**src/rtl/wake_pkg.sv**
```systemverilog
package wake_pkg;

  localparam logic [1:0] SEL_ENABLE = 2'd0;
  localparam logic [1:0] SEL_EDGE   = 2'd1;
  localparam logic [1:0] SEL_INVERT = 2'd2;
  localparam logic [1:0] SEL_CLEAR  = 2'd3;

  typedef struct packed {
    logic wrEnable;
    logic wrEdge;
    logic wrInvert;
    logic clrSelect;
    logic clrAll;
  } wakeStrobes_t;

endpackage

```
**src/rtl/wake_sync.sv**
```systemverilog
module wake_sync #(
  parameter int WIDTH  = 8,
  parameter int STAGES = 2
) (
  input  logic             clk,
  input  logic             rst_n,
  input  logic [WIDTH-1:0] d,
  output logic [WIDTH-1:0] q
);
  localparam int LAST = STAGES - 1;

  logic [STAGES-1:0][WIDTH-1:0] chain;

  always_ff @(posedge clk or negedge rst_n) begin
    if (!rst_n) begin
      chain <= '0;
    end else begin
      for (int s = STAGES - 1; s > 0; s--) begin
        chain[s] <= chain[s-1];
      end
      chain[0] <= d;
    end
  end

  assign q = chain[LAST];
endmodule

```
**src/rtl/wake_ctrl.sv**
```systemverilog
module wake_ctrl
  import wake_pkg::*;
#(
  parameter int NUM_PADS = 8
) (
  input  logic                cfgWe,
  input  logic [1:0]          cfgSel,
  input  logic [NUM_PADS-1:0] cfgData,
  input  logic                clrAll,
  output wakeStrobes_t        strobes,
  output logic [NUM_PADS-1:0] clrMask
);
  always_comb begin
    strobes.wrEnable  = cfgWe && (cfgSel == SEL_ENABLE);
    strobes.wrEdge    = cfgWe && (cfgSel == SEL_EDGE);
    strobes.wrInvert  = cfgWe && (cfgSel == SEL_INVERT);
    strobes.clrSelect = cfgWe && (cfgSel == SEL_CLEAR);
    strobes.clrAll    = clrAll;
  end

  always_comb begin
    clrMask = '0;
    if (strobes.clrSelect) clrMask = clrMask | cfgData;
    if (strobes.clrAll)    clrMask = '1;
  end
endmodule

```
**src/rtl/wake_datapath.sv**
```systemverilog
module wake_datapath
  import wake_pkg::*;
#(
  parameter int                NUM_PADS     = 8,
  parameter int                SYNC_STAGES  = 2,
  parameter logic [NUM_PADS-1:0] WAKE_CAPABLE = '1
) (
  input  logic                clk,
  input  logic                rst_n,
  input  logic [NUM_PADS-1:0] padIn,
  input  wakeStrobes_t        strobes,
  input  logic [NUM_PADS-1:0] cfgData,
  input  logic [NUM_PADS-1:0] clrMask,
  output logic [NUM_PADS-1:0] enableQ,
  output logic [NUM_PADS-1:0] edgeQ,
  output logic [NUM_PADS-1:0] invertQ,
  output logic [NUM_PADS-1:0] statusQ,
  output logic                wakeReq
);
  logic [NUM_PADS-1:0] padCur;
  logic [NUM_PADS-1:0] padPrev;
  logic [NUM_PADS-1:0] setVec;

  wake_sync #(.WIDTH(NUM_PADS), .STAGES(SYNC_STAGES)) u_sync (
    .clk  (clk),
    .rst_n(rst_n),
    .d    (padIn),
    .q    (padCur)
  );

  always_ff @(posedge clk or negedge rst_n) begin
    if (!rst_n) padPrev <= '0;
    else        padPrev <= padCur;
  end

  always_ff @(posedge clk or negedge rst_n) begin
    if (!rst_n) begin
      enableQ <= '0;
      edgeQ   <= '0;
      invertQ <= '0;
    end else begin
      if (strobes.wrEnable) enableQ <= cfgData & WAKE_CAPABLE;
      if (strobes.wrEdge)   edgeQ   <= cfgData;
      if (strobes.wrInvert) invertQ <= cfgData;
    end
  end

  for (genvar p = 0; p < NUM_PADS; p++) begin : g_pad
    logic riseHit, fallHit, edgeHit, levelHit;
    always_comb begin
      riseHit  = padCur[p] && !padPrev[p];
      fallHit  = !padCur[p] && padPrev[p];
      edgeHit  = invertQ[p] ? fallHit : riseHit;
      levelHit = padCur[p] ^ invertQ[p];
      setVec[p] = edgeQ[p] ? edgeHit : levelHit;
    end
  end

  always_ff @(posedge clk or negedge rst_n) begin
    if (!rst_n) statusQ <= '0;
    else        statusQ <= (statusQ & ~clrMask) | setVec;
  end

  assign wakeReq = |(statusQ & enableQ);
endmodule

```
**src/rtl/wake_detector.sv**
```systemverilog
module wake_detector
  import wake_pkg::*;
#(
  parameter int                  NUM_PADS     = 8,
  parameter logic [NUM_PADS-1:0] WAKE_CAPABLE = 8'h7F
) (
  input  logic                clk,
  input  logic                rst_n,
  input  logic [NUM_PADS-1:0] padIn,
  input  logic                cfgWe,
  input  logic [1:0]          cfgSel,
  input  logic [NUM_PADS-1:0] cfgData,
  input  logic                clrAll,
  output logic [NUM_PADS-1:0] cfgEnable,
  output logic [NUM_PADS-1:0] cfgEdge,
  output logic [NUM_PADS-1:0] cfgInvert,
  output logic [NUM_PADS-1:0] statusOut,
  output logic                wakeReq
);
  localparam int SYNC_STAGES = 2;

  wakeStrobes_t        strobes;
  logic [NUM_PADS-1:0] clrMask;

  wake_ctrl #(.NUM_PADS(NUM_PADS)) u_ctrl (
    .cfgWe  (cfgWe),
    .cfgSel (cfgSel),
    .cfgData(cfgData),
    .clrAll (clrAll),
    .strobes(strobes),
    .clrMask(clrMask)
  );

  wake_datapath #(
    .NUM_PADS    (NUM_PADS),
    .SYNC_STAGES (SYNC_STAGES),
    .WAKE_CAPABLE(WAKE_CAPABLE)
  ) u_dp (
    .clk    (clk),
    .rst_n  (rst_n),
    .padIn  (padIn),
    .strobes(strobes),
    .cfgData(cfgData),
    .clrMask(clrMask),
    .enableQ(cfgEnable),
    .edgeQ  (cfgEdge),
    .invertQ(cfgInvert),
    .statusQ(statusOut),
    .wakeReq(wakeReq)
  );
endmodule

```
**config.mk**
```make
export PLATFORM = sky130hd
export DESIGN_NAME = wake_detector
export DESIGN_NICKNAME = d
export VERILOG_FILES = /design/src/rtl/wake_pkg.sv /design/src/rtl/wake_sync.sv /design/src/rtl/wake_ctrl.sv /design/src/rtl/wake_datapath.sv /design/src/rtl/wake_detector.sv
export SDC_FILE = /design/constraint.sdc
export NUM_CORES = 1
export LEC_CHECK = 0
export BUFFER_PORTS_ARGS = -buffer_cell sky130_fd_sc_hd__clkbuf_2
export CAP_MARGIN = 40
export CORE_MARGIN = 2
export CORE_UTILIZATION = 46
export CTS_CLUSTER_DIAMETER = 50
export DETAILED_ROUTE_END_ITERATION = 10
export PLACE_DENSITY_LB_ADDON = 0.12
export SLEW_MARGIN = 20
export SYNTH_ARGS = -nofsm -noshare
export SYNTH_HDL_FRONTEND = slang
export SYNTH_SLANG_ARGS = --single-unit
```
**constraint.sdc**
```tcl
create_clock -name clk -period 0.9 [get_ports clk]
set_input_delay 0.135 -clock clk [delete_from_list [all_inputs] [get_ports clk]]
set_output_delay 0.135 -clock clk [all_outputs]
set_load 0.05 [all_outputs]
```
Yosys cells after proc, flatten, opt, wreduce, memory -nomap -nowiden
Cells that the tools add are included.

Register bits: 55. Bits in latches: 0. Memory bits (writable): 0. Memory bits (read-only): 0. Bits of input ports: 22. Output and inout bits: 33. Memories kept: 0.

Add/sub/neg operators: 0. Multipliers: 0. Divide/modulo/power cells: 0. $lt $le $gt $ge: 0. Equality and inequality tests: 3. Shift operators: 0. Mux-type cells: 18. Bitwise operators: 12. Reductions and logical operators: 38.

Operators with widths (number): logical AND 1 bit (20); logical NOT 1 bit (16); two-way mux 1 bit (16); two-way mux 8 bit (2); bitwise AND 8 x 7 -> 8 bit (1); bitwise AND 8 bit (1); NOT 8 bit (1); bitwise OR 8 bit (1); OR reduction 8 bit (1); bitwise XOR 1 bit (8); == test 2 bit (second input constant) (2); == test 2 x 1 -> 1 bit (second input constant) (1); logical NOT 2 bit (1).

Logic depth before layout (Yosys ltp)
Depth in word-level cells: 7. Gate-level depth with buffers: 4.

Cells and area by module
From an unflattened synthesis, not the netlist that was laid out.

Cells, all modules: 153. Area total of the unflattened synthesis: 2188.3 um^2.

By module, submodules not included: wake_datapath (instances 1, cells each 112, area each 1574.0 um^2); wake_sync (instances 1, cells each 24, area each 460.4 um^2); wake_ctrl (instances 1, cells each 17, area each 153.9 um^2).

Least setup slack after synthesis
No wires, ideal clock.

Path type: register -> output. Start: register u_dp.enableQ[3]. End: output wakeReq. Arrival time: 1379 ps. Data required time: 765 ps. Setup slack: -614 ps. Stages on the path, launching flop included: 3. Buffers on the path: 0. Cells stage by stage: dfrtp_1 > a222oi_1 > nand3_1.

Longest elaborated chain between the ends: 2.

RTL lines: from (decl) (line wake_datapath.sv:14) `output logic [NUM_PADS-1:0] enableQ,`; from (signal assigned) (line wake_datapath.sv:42) `if (strobes.wrEnable) enableQ <= cfgData & WAKE_CAPABLE;`; bitwise AND 8 x 7 -> 8 bit (line wake_datapath.sv:64) `assign wakeReq = |(statusQ & enableQ);`; OR reduction 8 bit (line wake_datapath.sv:64); to (decl) (line wake_detector.sv:18) `output logic wakeReq`.

No other way between the ends.

Final worst setup path
Ends and elaborated chain as after synthesis.

==> summary.md <==
| Metric | Value |
|---|---|
| Gp weighted congestion | `0.8457` |
| Setup violators final | `62` |
| Final core utilization | `86.55%` |
| Synth Register Bits | `55` |
| Hold Fails Final Rpt | `0` |
| Crit share post-route | `187.1%` |
| Startpoint Class | `flip-flop` |
| Worst clock skew | `0.006357 ns` |
| Initial antenna violation count | `0` |
| Initial Util | `47.45%` |
| Crit path max-delay cell type | `a222oi_1` |
| Setup_tns | `-8.777 ns` |
| Maximum VDD drop | `0.001613 V` |
| Max-cap viol count | `0` |
| Pre-antenna DRT Iters | `4` |
| Power share of the sequential group | `36.7%` |
| CP max stage delay | `0.50 ns` |
| PortBufs | `53` |
| Die area | `0.005011 mm2` |
| Clk pwr share | `16.2%` |
| Min Tclk post-route | `1.684 ns` |
| Vias in the first global route | `1748` |
| Routed len/inst | `19.76 um` |
| # IOs | `55` |
| CTS tree | `yes` |
| Vias per inst | `5.223` |
| Outcome | `finished with violations` |
| CP Class | `flip-flop to primary output` |
| FMAX | `0.5937 GHz` |
| Post-route insts no fill | `314` |
| Post-DP HPWL | `3244 um` |
| Worst-skew pair later-pin latency | `0.31 ns` |
| Logic pwr share | `47.1%` |
| Synth Warn # | `0` |
| Switching power | `3058 uW` |
| Fillers | `186` |
| Dpl cells | `276` |
| DRC viols | `0` |
| CP Max Fanout | `2` |
| Global-route wire length before repair | `8942 um` |
| Clock Path Buffers | `2` |
| Site row count | `24` |
| DIE HEIGHT | `70.79 um` |
| Clk Tree Root Cell | `clkbuf_8` |
| Switching Fraction | `35.19%` |
| Drt total wl | `6205 um` |
| Clock Sinks | `55` |
| PwrDens | `2322 mW/mm2` |
| HP Class | `input port to flip-flop` |
| Largest net degree at the start of global routing | `56` |
| CP required | `0.76 ns` |
| Area Overhead vs Synth | `82.38%` |
| Global Route Usage Sum | `23.34%` |
| Failing checks | `negative setup slack` |
| Diodes inserted | `0` |
| Gr ovfl total | `0` |
| Critical Path, Cell by Cell | `a222oi_1, nand3_2, buf_8` |
| Setup crit end kind | `primary output` |
| Final Net Count | `283` |
| Post-synthesis sequential area ratio | `67.07%` |
| CTS clk-pin slew, worst paths | `0.09 ns` |
| Pleak | `0.001817 uW` |
| Vias | `1640` |
| H-tree depth | `2` |
| Cells after Synth | `145` |
| Crit path DAT | `1.55 ns` |
| Starting DRC count in detailed routing | `92` |
| Fin. max-slew vios | `0` |
| Routed Antenna Nets | `0` |
| Layout cells sized above 1 | `69.85%` |
| Post-synth cell types | `16` |
| Chip Width | `70.79 um` |
| Synth Area per Inst | `14.15 um2` |
| Synthesized net count | `167` |
| Synth Cell Area | `0.002052 mm2` |
| Total CTS buffers | `5` |
| Core area | `0.004324 mm2` |
| Final worst setup slack | `-0.7843 ns` |
| RSZ-0062 raised after global routing | `true` |
| Pint | `5631 uW` |
| Most frequent cells in the layout | `buf_6, dfrtp_2, dfrtp_1` |
[power by group through the flow]
stage | Clock, uW | Sequential, uW | Combinational, uW
after floorplan | 0 | 4160 | 624
after global placement | 0 | 3130 | 2430
final | 1410 | 3190 | 4090
after detailed placement | 0 | 3170 | 2470
after global routing | 1550 | 3230 | 4220
after CTS | 1450 | 3120 | 3750
[stage by stage]
step / hold WS, ns / worst slack (ns) / area, um2 / power, uW
after detailed placement: 0.1561 / -0.4796 / 2746 / 5638
after floorplan: -0.1606 / -0.4420 / 2196 / 4787
after global routing: 0.09850 / -0.8368 / 3742 / 8992
final: 0.09809 / -0.7843 / 3742 / 8690
after global placement: 0.1480 / -0.4297 / 2746 / 5557
after CTS: 0.09625 / -0.7872 / 3602 / 8318
[synthesized netlist by cell type]
cell	count	area [um2]
buf_4	2	15.01
nand2b_1	8	50.05
nor2b_1	8	50.05
mux2_2	23	259.0
a21oi_1	16	80.08
nand3b_2	2	22.52
a222oi_1	1	10.01
dfrtp_1	55	1376
inv_1	8	30.03
nand3_1	1	5.000
nor3b_4	1	18.77
a221o_1	8	80.08
and3_1	1	6.260
conb_1	1	3.750
nand2_1	8	30.03
a22oi_1	2	15.01
[layer usage]
metal  share of wire, %  vias up  track usage, %
met5                  0        -               0
met1                 40      848           30.46
met2                 55       45           39.98
li1                   -      736               -
met4                1.9        0           7.128
met3                2.8       11           4.131
[state kept, by name, summed over array words and instances (netlist names)]
name / count
u_dp.u_sync.q: 8
u_dp.statusQ: 8
u_dp.enableQ: 7
u_dp.u_sync.chain: 8
u_dp.edgeQ: 8
u_dp.padPrev: 8
u_dp.invertQ: 8
[critical path, delay by kind of cell, from the launching register on]
kind / cells / cell delay [ns]
buffers and inverters: 1 / 0.19
AND/OR/NAND/NOR: 1 / 0.14
flip-flops: 1 / 0.42
AO/OA/AOI/OAI: 1 / 0.50
[logic make-up (layout without fill, tap and decap cells)]
group | after synthesis | count (layout) | share of synthesized area (%)
flip-flops | 55 | 55 | 67.07
AO/OA/AOI/OAI | 27 | 27 | 9.025
AND/OR/NAND/NOR | 29 | 29 | 8.903
other | 1 | 1 | 0.1828
buffers and inverters | 10 | 127 | 2.195
multiplexers | 23 | 23 | 12.62
[final cells by class]
cell class                 instances  area (um2)  area share, %
tap                               52       65.06          1.739
clock buffer                       7       86.33          2.307
sequential                        55        1415          37.81
clock inverter                     1       8.758         0.2340
multi-input combinational         80       822.0          21.97
inverter                           8       30.03         0.8024
timing repair buffer             111        1315          35.14
[final timing paths]
check / from / end / slack [ns] / depth (start not counted)
setup / recovery: u_dp.enableQ[3]$_DFFE_PN0P_ / wakeReq / -0.78 / 3
setup reg to reg: u_dp.statusQ[3]$_DFF_PN0_ / u_dp.statusQ[3]$_DFF_PN0_ / -0.24 / 5
hold / removal: cfgData[7] / u_dp.invertQ[7]$_DFFE_PN0P_ / 0.1 / 2
min in group asynchronous: rst_n / u_dp.u_sync.chain[6]$_DFF_PN0_ / 0.38 / 3
hold reg to reg: u_dp.u_sync.chain[7]$_DFF_PN0_ / u_dp.u_sync.q[7]$_DFF_PN0_ / 0.35 / 0
max in group asynchronous: rst_n / u_dp.statusQ[4]$_DFF_PN0_ / 0.27 / 3
[timing repair]
item,CTS,global route
endpoints found under the hold margin,63,0
buffers inserted,18,8
gates resized for setup,107,41
pin swaps,2,5
hold buffers,9,0
endpoints found under the setup margin,47,61
cloned,0,0
(Power assumes the default switching activity.)
